===== config.mk =====
export PLATFORM = sky130hd
export DESIGN_NAME = pt_walker
export DESIGN_NICKNAME = d
export VERILOG_FILES = /design/src/rtl/pw_pkg.sv /design/src/rtl/pw_addr.sv /design/src/rtl/pw_perm.sv /design/src/rtl/pw_upd.sv /design/src/rtl/pt_walker.sv
export SDC_FILE = /design/constraint.sdc
export NUM_CORES = 1
export LEC_CHECK = 0
export ABC_AREA = 1
export BUFFER_PORTS_ARGS = -buffer_cell sky130_fd_sc_hd__buf_4
export CORE_MARGIN = 5
export CORE_UTILIZATION = 56
export CTS_CLUSTER_SIZE = 40
export DETAILED_ROUTE_END_ITERATION = 7
export HOLD_SLACK_MARGIN = 0.15
export PLACE_DENSITY = 0.85
export SYNTH_ARGS = -nofsm -noshare
export SYNTH_HDL_FRONTEND = slang
export SYNTH_SLANG_ARGS = --single-unit

===== constraint.sdc =====
create_clock -name clk -period 3.5 [get_ports clk]
set_input_delay 0.35 -clock clk [delete_from_list [all_inputs] [get_ports clk]]
set_output_delay 0.35 -clock clk [all_outputs]
set_load 0.02 [all_outputs]

===== src/rtl/pw_pkg.sv =====
package pw_pkg;
    localparam int BIT_PRESENT = 0;
    localparam int BIT_RW      = 1;
    localparam int BIT_USER    = 2;
    localparam int BIT_ACC     = 5;
    localparam int BIT_DIRTY   = 6;

    typedef enum logic [2:0] {
        S_IDLE,
        S_DIR_RD,
        S_DIR_WB,
        S_TBL_RD,
        S_TBL_WB,
        S_DONE,
        S_FAULT
    } walk_st_t;
endpackage


===== src/rtl/pw_addr.sv =====
module pw_addr #(
    parameter  int IDX_W = 10,
    parameter  int OFF_W = 12,
    localparam int AW    = 2 * IDX_W + OFF_W,
    localparam int FW    = AW - OFF_W,
    localparam int PAD_W = OFF_W - IDX_W
) (
    input  logic [FW-1:0]    frame,
    input  logic [IDX_W-1:0] idx,
    output logic [AW-1:0]    addr
);
    // entry index scaled by the entry size inside a page-aligned table
    assign addr = {frame, idx, {PAD_W{1'b0}}};
endmodule


===== src/rtl/pw_perm.sv =====
module pw_perm (
    input  logic upper_rw,
    input  logic upper_us,
    input  logic lower_rw,
    input  logic lower_us,
    input  logic is_write,
    input  logic is_user,
    output logic allow
);
    logic both_rw, both_us;
    assign both_rw = upper_rw & lower_rw;
    assign both_us = upper_us & lower_us;
    assign allow   = !is_user || (both_us && (!is_write || both_rw));
endmodule


===== src/rtl/pw_upd.sv =====
module pw_upd #(
    parameter int W = 32
) (
    input  logic [W-1:0] entry,
    input  logic         set_dirty,
    output logic [W-1:0] new_entry,
    output logic         need_wb
);
    import pw_pkg::*;
    logic [W-1:0] mask;
    always_comb begin
        mask = '0;
        mask[BIT_ACC]   = 1'b1;
        mask[BIT_DIRTY] = set_dirty;
    end
    assign new_entry = entry | mask;
    assign need_wb   = (new_entry != entry);
endmodule


===== src/rtl/pt_walker.sv =====
module pt_walker #(
    parameter  int IDX_W = 10,
    parameter  int OFF_W = 12,
    localparam int AW    = 2 * IDX_W + OFF_W,
    localparam int FW    = AW - OFF_W
) (
    input  logic          clk,
    input  logic          rst_n,
    input  logic          pg_en,
    input  logic [FW-1:0] dir_frame,
    input  logic          req_valid,
    input  logic [AW-1:0] req_addr,
    input  logic          req_write,
    input  logic          req_user,
    output logic          req_ready,
    output logic          resp_valid,
    output logic          resp_fault,
    output logic [AW-1:0] resp_paddr,
    output logic [2:0]    fault_code,
    output logic [AW-1:0] fault_addr,
    output logic          mem_valid,
    output logic          mem_we,
    output logic [AW-1:0] mem_addr,
    output logic [AW-1:0] mem_wdata,
    input  logic          mem_ready,
    input  logic [AW-1:0] mem_rdata
);
    import pw_pkg::*;

    localparam int LVLS = 2;

    walk_st_t      st, st_nx;
    logic [AW-1:0] lin_q, pde_q, pte_q, paddr_q, cr2_q;
    logic [FW-1:0] base_q;
    logic          wr_q, usr_q;
    logic [2:0]    code_q;

    logic [AW-1:0] dir_addr, tbl_addr;
    logic [AW-1:0] upd_val [LVLS];
    logic          upd_need[LVLS];
    logic          allow;
    logic          accept;

    assign accept = req_valid && (st == S_IDLE);

    pw_addr #(.IDX_W(IDX_W), .OFF_W(OFF_W)) u_dir_addr (
        .frame(base_q),
        .idx  (lin_q[AW-1 -: IDX_W]),
        .addr (dir_addr)
    );

    pw_addr #(.IDX_W(IDX_W), .OFF_W(OFF_W)) u_tbl_addr (
        .frame(pde_q[AW-1:OFF_W]),
        .idx  (lin_q[OFF_W+IDX_W-1:OFF_W]),
        .addr (tbl_addr)
    );

    // level 0 = directory (accessed only), level 1 = final entry (accessed + dirty on write)
    for (genvar g = 0; g < LVLS; g++) begin : g_upd
        pw_upd #(.W(AW)) u_upd (
            .entry    (mem_rdata),
            .set_dirty((g == LVLS - 1) ? wr_q : 1'b0),
            .new_entry(upd_val[g]),
            .need_wb  (upd_need[g])
        );
    end

    pw_perm u_perm (
        .upper_rw(pde_q[BIT_RW]),
        .upper_us(pde_q[BIT_USER]),
        .lower_rw(mem_rdata[BIT_RW]),
        .lower_us(mem_rdata[BIT_USER]),
        .is_write(wr_q),
        .is_user (usr_q),
        .allow   (allow)
    );

    // state register
    always_ff @(posedge clk or negedge rst_n) begin
        if (!rst_n) st <= S_IDLE;
        else        st <= st_nx;
    end

    // next state
    always_comb begin
        st_nx = st;
        unique case (st)
            S_IDLE:   if (req_valid) st_nx = pg_en ? S_DIR_RD : S_DONE;
            S_DIR_RD: if (mem_ready) begin
                          if (!mem_rdata[BIT_PRESENT]) st_nx = S_FAULT;
                          else if (upd_need[0])        st_nx = S_DIR_WB;
                          else                         st_nx = S_TBL_RD;
                      end
            S_DIR_WB: if (mem_ready) st_nx = S_TBL_RD;
            S_TBL_RD: if (mem_ready) begin
                          if (!mem_rdata[BIT_PRESENT] || !allow) st_nx = S_FAULT;
                          else if (upd_need[1])                  st_nx = S_TBL_WB;
                          else                                   st_nx = S_DONE;
                      end
            S_TBL_WB: if (mem_ready) st_nx = S_DONE;
            S_DONE:   st_nx = S_IDLE;
            S_FAULT:  st_nx = S_IDLE;
            default:  st_nx = S_IDLE;
        endcase
    end

    // walk datapath
    always_ff @(posedge clk or negedge rst_n) begin
        if (!rst_n) begin
            lin_q   <= '0;
            base_q  <= '0;
            wr_q    <= 1'b0;
            usr_q   <= 1'b0;
            pde_q   <= '0;
            pte_q   <= '0;
            paddr_q <= '0;
            cr2_q   <= '0;
            code_q  <= '0;
        end else begin
            if (accept) begin
                lin_q   <= req_addr;
                base_q  <= dir_frame;
                wr_q    <= req_write;
                usr_q   <= req_user;
                paddr_q <= req_addr;
            end
            if (st == S_DIR_RD && mem_ready) begin
                pde_q <= upd_val[0];
                if (!mem_rdata[BIT_PRESENT]) begin
                    code_q <= {~usr_q, wr_q, 1'b0};
                    cr2_q  <= lin_q;
                end
            end
            if (st == S_TBL_RD && mem_ready) begin
                pte_q   <= upd_val[1];
                paddr_q <= {mem_rdata[AW-1:OFF_W], lin_q[OFF_W-1:0]};
                if (!mem_rdata[BIT_PRESENT] || !allow) begin
                    code_q <= {~usr_q, wr_q, mem_rdata[BIT_PRESENT]};
                    cr2_q  <= lin_q;
                end
            end
        end
    end

    // outputs
    always_comb begin
        req_ready  = 1'b0;
        resp_valid = 1'b0;
        resp_fault = 1'b0;
        mem_valid  = 1'b0;
        mem_we     = 1'b0;
        mem_addr   = '0;
        mem_wdata  = '0;
        unique case (st)
            S_IDLE:   req_ready = 1'b1;
            S_DIR_RD: begin mem_valid = 1'b1; mem_addr = dir_addr; end
            S_DIR_WB: begin mem_valid = 1'b1; mem_we = 1'b1; mem_addr = dir_addr; mem_wdata = pde_q; end
            S_TBL_RD: begin mem_valid = 1'b1; mem_addr = tbl_addr; end
            S_TBL_WB: begin mem_valid = 1'b1; mem_we = 1'b1; mem_addr = tbl_addr; mem_wdata = pte_q; end
            S_DONE:   resp_valid = 1'b1;
            S_FAULT:  begin resp_valid = 1'b1; resp_fault = 1'b1; end
            default:  req_ready = 1'b0;
        endcase
    end

    assign resp_paddr = paddr_q;
    assign fault_code = code_q;
    assign fault_addr = cr2_q;

    AST_BYPASS_NEXT: assert property (@(posedge clk) disable iff (!rst_n)
        (req_valid && req_ready && !pg_en) |=> (resp_valid && !resp_fault && resp_paddr == $past(req_addr)));
    AST_MEM_HOLD: assert property (@(posedge clk) disable iff (!rst_n)
        (mem_valid && !mem_ready) |=> (mem_valid && $stable(mem_addr) && $stable(mem_we) && $stable(mem_wdata)));
    AST_WB_ACCESSED: assert property (@(posedge clk) disable iff (!rst_n)
        (mem_valid && mem_we) |-> mem_wdata[BIT_ACC]);
    AST_DIRTY_ON_WRITE: assert property (@(posedge clk) disable iff (!rst_n)
        (st == S_TBL_WB && wr_q) |-> mem_wdata[BIT_DIRTY]);
    AST_FAULT_ADDR: assert property (@(posedge clk) disable iff (!rst_n)
        (resp_valid && resp_fault) |-> (fault_addr == lin_q));
    AST_ONE_PULSE: assert property (@(posedge clk) disable iff (!rst_n)
        resp_valid |=> !resp_valid);
    AST_FAULT_QUIET: assert property (@(posedge clk) disable iff (!rst_n)
        (resp_valid && resp_fault) |-> !mem_valid);
endmodule


======== Word-level counts from Yosys, hierarchy flattened ========
Index checks and enable logic that the tools add are counted.
storage, ports and cells
  logic and storage cells ................. 73
  bits in registers ....................... 188
operators by class
  bitwise logic cells ..................... 4
  multiplexer cells ....................... 28
  equal/unequal tests ..................... 12
  reductions and logical operators ........ 19
operator list
  kind                  count
  $mux W32              6
  $pmux W32 S2          2
  $mux W3               11
  $ne A32 B32 Y1        1
  $or A32 B7 Y32        1
  $pmux W3 S5           1
  $ne A2 B2 Y1 const B  5
  $eq A3 B3 Y1 const B  3
  $reduce_or A2 Y1      4
  $mux W1               7
  $eq A3 B2 Y1 const B  2
  $reduce_and A5 Y1     1
  $logic_and A1 B1 Y1   4
  $logic_not A1 Y1      4
  $reduce_or A4 Y1      1
  $eq A3 B1 Y1 const B  1
  $logic_not A3 Y1      1
  $logic_or A1 B1 Y1    3
  $and A1 B1 Y1         2
  $mux W2               1
  $reduce_bool A2 Y1    1
  $not A1 Y1            1

======== Longest topological paths before layout ========
Gate-level depths: netlist of the first run.
  word-level depth ........................ 9
  depth in mapped cells ................... 10

======== Hierarchy ========
A second synthesis of the first run with hierarchy kept.
second synthesis, totals
  cell total of the unflattened synthesis .. 1,162
  area total of the unflattened synthesis .. 9,178.8 sq um
by module, submodules not included
  module     times used  area each (sq um)  cells each
  pt_walker  1           8,160.3            1,018
  pw_upd     2           254.0              36
  pw_addr    2           244.0              33
  pw_perm    1           22.5               6

======== Least setup slack after synthesis of the first run ========
OpenSTA, ideal clock, no wires.
  kind .................................... reg-to-output
  start ................................... register st[1]
  end ..................................... output mem_wdata[22]
  cell stages (with the launch flop) ...... 9
  path slack .............................. 1,655 ps
  data required time ...................... 3,150 ps
  buffers on the path ..................... 3
  data arrival time ....................... 1,495 ps
  cell sequence ........................... dfrtp_1 -> buf_4 -> inv_2 -> nand2_1 -> nor2_1 -> buf_4 -> inv_1 -> buf_2 -> o22ai_1
on the way
  cells in the longest elaborated chain, start to end .. 2
  elaborated cells on any way between the ends .. 3
ends and longest elaborated chain
  item                                                 RTL line          source
  from (decl)                                          pt_walker.sv:32   walk_st_t st, st_nx;
  from (signal assigned)                               pt_walker.sv:81   else st <= st_nx;
  $eq A3 B3 Y1 / $eq A3 B2 Y1 (equally long branches)  pt_walker.sv:154  unique case (st)
  $pmux W32 S2 *                                       pt_walker.sv:154
  to (decl)                                            pt_walker.sv:24   output logic [AW-1:0] mem_wdata,
Mark *: on every way between the ends. The rest lies on a longest branch, timed or not.

======== Worst setup path in the final report of the first run ========
  start ................................... register st[1]
  end ..................................... output mem_addr[15]
on the way
  cells in the longest elaborated chain, start to end .. 3
  elaborated cells on any way between the ends .. 7
ends and longest elaborated chain
  item                                  RTL line          source
  $eq A3 B2 Y1 (tied with other cells)  pt_walker.sv:154
  $reduce_or A2 Y1 (no source line)     --
  $pmux W32 S2 *                        pt_walker.sv:154
  to (decl)                             pt_walker.sv:23   output logic [AW-1:0] mem_addr,
Marks and branches as above.

==> results_dict.tcl, run 1 <==
set metrics [dict create \
    die_y_um 128 \
    cp-start-kind "register" \
    crit_arrival_ns 2.67 \
    final_common_cell "nand2_1" \
    path_max_fanout 20 \
    timing.hold.ws_ns 0.175 \
    end_kind "output port" \
    layout-drive-gt1-share_pct 23.9 \
    synth.distinct_cells 24 \
    clock_path_buffers 2 \
    grt_first_pass_wirelength_mm 38.9 \
    grt_max_degree 104 \
    cp.required_ns 3.15 \
    fin_setup_tns_ns 0 \
    cts_tree "built" \
    port_buffers 224 \
    synth-compound-area-share_pct 12.7 \
    layout_common_cells "nand2_1, buf_4, dfrtp_1" \
    ys_warn_count 0 \
    min_period_over_period_pct 86.2 \
    antenna_found_initial 0 \
    slew_headroom_pct 25.4 \
    initial_utilization_pct 56.9 \
    irDropWorstVdd_mv 0.626 \
    hold_viol 0 \
    wl_per_cell_um 18.3 \
    grt.busiest_layer "met2" \
    clock_latency_ns 0.43 \
    gp_congestion 0.879 \
    use_met1_pct 39.8 \
    syn_area_mm2 0.00786 \
    cts_setup_buffers 0 \
    routed_wl_mm 24.9 \
    nFillCells 864 \
    cp-startpoint "st[1]" \
    n_antenna_cell 0 \
    dp_hpwl_mm 15.4 \
    place_area_mm2 0.00958 \
    clk_pin_slew_ns 0.06 \
    htree_levels 4 \
    run_status "completed" \
    rsz0062_at_grt "no" \
    post-route-min-period_ns 3.02 \
    core_mm2 0.0138 \
    rr_worst_depth 6 \
    hp-class "input port to register" \
    ioPinCount 227 \
    clock_skew_ns 0.00903 \
    synth_top_family_by_area "simple AND/OR/NAND/NOR gates" \
    route.detailed.drc 0 \
    grt_overflow 0 \
    r2r_start "st[0]" \
    fin_nets 1255 \
    via_per_inst 5.49 \
    flow.area_growth_from_synthesis_pct 37.4 \
    power.density_mw_per_mm2 994 \
    synth_simple_gate_area_share_pct 18.5 \
    grt_use_total_pct 30.6 \
    synth_mux_area_share_pct 0 \
    cts_resized 0 \
    ys_seq_area_share_pct 59.8 \
    cts.sinks 188 \
    drt_iter0_drc 840 \
    synth_xor_area_share_pct 0 \
    crit_type "register to output port" \
    synth-seq-cells 188 \
    numCtsBuffers 17 \
    fmax_mhz 331 \
    postCtsHoldBufs 62 \
    first_global_vias 7260 \
    tightest_slew_ns 1.11 \
    cts_root_buf "clkbuf_16" \
    drv_cap 0 \
    drtAntennaViolNets 0 \
    grt_use_met2_pct 49.4 \
    design.die.area_mm2 0.0165 \
    firstDrtPassIters 6 \
    setup_violations 0 \
    synth_cells 898 \
    syn_avg_cell_area_um2 8.75 \
    drv_slew 0 \
    synth-adder-area-share_pct 0 \
    die_w_um 128 \
    r2r_slack_ns 1.36 \
    reg2reg_to "fault_addr[21]" \
    via_count 7445 \
    fin_area_mm2 0.0108 \
    met3_usage_pct 7.14 \
    p_leak_nw 5.59 \
    endpoint "mem_addr[15]" \
    num_rows 43 \
]
report_power, final:
part	switching, mW	total [mW]	internal (mW)
Sequential	0.524	3.74	3.22
Clock	0.813	1.96	1.15
Combinational	3.23	5.04	1.81
Total	4.57	10.7	6.17
cells in the mapped netlist, drive strengths merged:
cell type / number / area share, %
nand2: 318 / 15
conb: 1 / 0.048
nand4: 1 / 0.080
a21oi: 2 / 0.13
inv: 103 / 4.9
o21ai: 151 / 9.8
o22ai: 33 / 2.6
o211ai: 1 / 0.16
nor3: 2 / 0.13
nand3: 38 / 2.4
or2: 1 / 0.080
dfrtp: 188 / 60
buf: 36 / 3.2
clkbuf: 14 / 0.70
nor2: 9 / 0.53
per-layer routing:
layer	vias to the layer above	part of all wire [%]
met5	-	0
met4	0	3.9
met3	86	8.5
met2	437	49
met1	3543	39
li1	3379	-
worst min path at each step:
stage                             from        end  slack (ns)  depth (start not counted)
after detailed placement      pte_q[5]   pte_q[5]        0.44                          2
after CTS                 req_addr[31]  lin_q[31]        0.15                          3
after floorplan                  rst_n  base_q[0]        0.05                          0
after global placement        pde_q[5]   pde_q[5]        0.44                          2
final                     req_addr[12]  lin_q[12]        0.18                          3
after global routing      req_addr[12]  lin_q[12]        0.16                          3
cell type report:
type                    count  area, µm²  share of cell area, %
repair buffers            296       2410                   22.3
clock inverters             9        110                   1.02
clock buffers              22        494                   4.57
multi-input cells         558       2470                   22.9
flip-flops and latches    188       4700                   43.5
well taps                 180        225                   2.08
inverters                 103        387                   3.58
state kept, by name (all words and copies together), names as in the netlist:
signal / cells
pde_q: 32
base_q: 20
pte_q: 32
fault_code: 3
wr_q: 1
usr_q: 1
st: 3
fault_addr: 32
lin_q: 32
resp_paddr: 32
cell families (layout without fill, tap and decap cells):
kind of cell,Yosys count,in the layout
compound gates,187,187
buf+inv,153,430
flops,188,188
other cells,1,2
simple gates,369,369
through the flow:
step | std cells | power [mW] | worst slack (ns) | utilization (%)
3_3_place_gp | 1263 | 8.42 | 1.14 | 69.3
4_1_cts | 1356 | 10.6 | 0.535 | 78.1
5_1_grt | 1356 | 11.4 | 0.355 | 78.1
6_report | 1356 | 10.7 | 0.483 | 78.1
3_5_place_dp | 1263 | 8.57 | 1.02 | 69.3
2_1_floorplan | 899 | 6.53 | 1.65 | -
critical path: stages, from the launching register on:
cell	delay, ns
dfrtp_1	0.51
inv_2	0.08
nand2_1	0.13
nor2_1	0.05
buf_4	0.18
nor2_2	0.58
buf_4	0.35
o21ai_0	0.16
buf_4	0.19
Power figures use the tool's default switching activity.
==> run 2, diff against run 1 <==
--- a/config.mk
+++ b/config.mk
@@ -8,11 +8,11 @@
 export ABC_AREA = 1
 export BUFFER_PORTS_ARGS = -buffer_cell sky130_fd_sc_hd__buf_4
 export CORE_MARGIN = 5
-export CORE_UTILIZATION = 56
+export CORE_UTILIZATION = 52
 export CTS_CLUSTER_SIZE = 40
 export DETAILED_ROUTE_END_ITERATION = 7
 export HOLD_SLACK_MARGIN = 0.15
-export PLACE_DENSITY = 0.85
+export PLACE_DENSITY = 0.8
 export SYNTH_ARGS = -nofsm -noshare
 export SYNTH_HDL_FRONTEND = slang
 export SYNTH_SLANG_ARGS = --single-unit
==> constraint.sdc (replaced) <==
create_clock -name clk -period 3.4 [get_ports clk]
set_input_delay 0.34 -clock clk [delete_from_list [all_inputs] [get_ports clk]]
set_output_delay 0.34 -clock clk [all_outputs]
set_load 0.02 [all_outputs]
==> results_dict.tcl, run 2 (synthesis results as in run 1) <==
set metrics [dict create \
    hold_viol 0 \
    core_mm2 0.0150 \
    r2r_start "st[1]" \
    power_mw 11.0 \
    htree_levels 4 \
    switchingPower_mw 4.57 \
    hold_path_depth 3 \
    hold_end "resp_paddr[16]" \
    crit_chain "inv_2, nand2_1, nor2_1, buf_4, nor2_2, buf_4, o21ai_0, buf_4" \
    firstDrtPassIters 5 \
    rr_worst_depth 8 \
    grt_use_total_pct 25.7 \
    via_count 7173 \
    cts_root_buf "clkbuf_16" \
    seqPwrFrac_pct 34.8 \
    drt_iter0_drc 590 \
    end_kind "output port" \
    comb_power_share_pct 46.4 \
    setup_violations 0 \
    flow.area_growth_from_synthesis_pct 37.9 \
    path_max_fanout 20 \
    min_period_over_period_pct 85.1 \
    crit_type "register to output port" \
    via_per_inst 5.25 \
    place_area_mm2 0.00960 \
    r2r_slack_ns 1.23 \
    drv_slew 0 \
    clk_pin_slew_ns 0.07 \
    initial_utilization_pct 52.3 \
    layout-drive-gt1-share_pct 24.0 \
    die_y_um 133 \
    ioPinCount 227 \
    grt_first_pass_wirelength_mm 36.3 \
    cts_tree "built" \
    rsz0062_at_grt "no" \
    pwr-share-clk_pct 18.9 \
    drv_cap 0 \
    fin_area_mm2 0.0108 \
    grt_overflow 0 \
    slew_headroom_pct 24.6 \
    p_leak_nw 5.61 \
    cts_resized 0 \
    cpMaxStageDelayCell "nor2_2" \
    die_w_um 133 \
    design.die.area_mm2 0.0177 \
    n_antenna_cell 0 \
    clock_latency_ns 0.42 \
    tightest_slew_ns 1.13 \
    hold_start "req_addr[16]" \
    drtAntennaViolNets 0 \
    hp-class "input port to register" \
    gp_congestion 0.975 \
    power.density_mw_per_mm2 1010 \
    cpPeakStageDelay_ns 0.52 \
    switching_share_pct 41.7 \
    post-route-min-period_ns 2.89 \
    cp-start-kind "register" \
    clock_path_buffers 2 \
    cpMostUsedCell "buf_4" \
    routed_wl_mm 22.8 \
    crit_arrival_ns 2.55 \
    num_rows 45 \
    clock_skew_ns 0.00852 \
    numCtsBuffers 17 \
    layout_common_cells "nand2_1, buf_4, dfrtp_1" \
    dp_hpwl_mm 15.5 \
    cp.required_ns 3.06 \
    route.detailed.drc 0 \
    cts.sinks 188 \
    run_status "completed" \
    reg2reg_to "lin_q[18]" \
    port_buffers 224 \
    antenna_found_initial 0 \
    first_global_vias 7015 \
    irDropWorstVdd_mv 0.484 \
    final_common_cell "nand2_1" \
    wl_per_cell_um 16.7 \
    fmax_mhz 346 \
    fin_setup_tns_ns 0 \
    grt_max_degree 109 \
    fin_nets 1256 \
    p_int_mw 6.40 \
]
==> run 2: cell count changes in the layout (fill, tap and decap cells not counted), sizes merged <==
cell	delta
clkinvlp	-2
bufinv	+1
inv	+2
clkinv	+2
buf	+1
clkbuf	-2
==> run 2: worst max path at each step <==
stage,start,endpoint,slack [ns],cells after the start
final,st[1],mem_addr[18],0.51,8
after global routing,st[1],mem_addr[18],0.32,8
after floorplan,st[1],mem_wdata[22],1.56,8
after detailed placement,st[1],mem_addr[20],1.01,8
after global placement,st[1],mem_addr[31],1.09,8
after CTS,st[1],mem_addr[20],0.54,8
==> run 2: stage by stage <==
step	utilization, %	setup WS [ns]	cells	hold WS, ns
floorplan	-	1.56	899	0.0444
global placement	63.8	1.09	1272	0.453
detailed placement	63.8	1.01	1272	0.449
CTS	72.1	0.543	1366	0.150
global route	72.1	0.324	1366	0.171
finish	72.1	0.508	1366	0.167
==> run 2: power by group through the flow <==
stage / Sequential [mW] / Clock (mW) / Combinational [mW]
global route: 3.93 / 2.18 / 5.54
CTS: 3.81 / 2.09 / 5.08
floorplan: 4.20 / 0 / 2.53
global placement: 3.79 / 0 / 4.89
detailed placement: 3.84 / 0 / 4.99
finish: 3.82 / 2.07 / 5.09
==> run 2: what timing repair did <==
item | CTS | global route
hold buffers | 62 | 0
hold endpoints to repair | 179 | 0
endpoints found under the setup margin | 0 | 0
buffers inserted | 0 | 0
==> run 2: layout make-up <==
cell class	instances	area, µm²
clock buffer	20	467
clock inverter	12	156
fill	1093	4190
inverter	103	387
multi-input combinational	558	2470
sequential	188	4700
tap	188	235
timing repair buffer	297	2420
==> run 2: layer usage <==
metal	GRT usage (%)	vias to the layer above	wire, µm
li1	-	3377	-
met1	35.3	3407	9690
met2	40.8	330	10900
met3	4.71	59	1510
met4	10.1	0	723
met5	0	-	0
==> run 2: worst max-delay path: cells and delay by family (launching register included) <==
family	cells	cell delay, ns
DFF	1	0.50
AOI/OAI and AO/OA	1	0.15
buffers and inverters	4	0.79
and+or+nand+nor	3	0.68
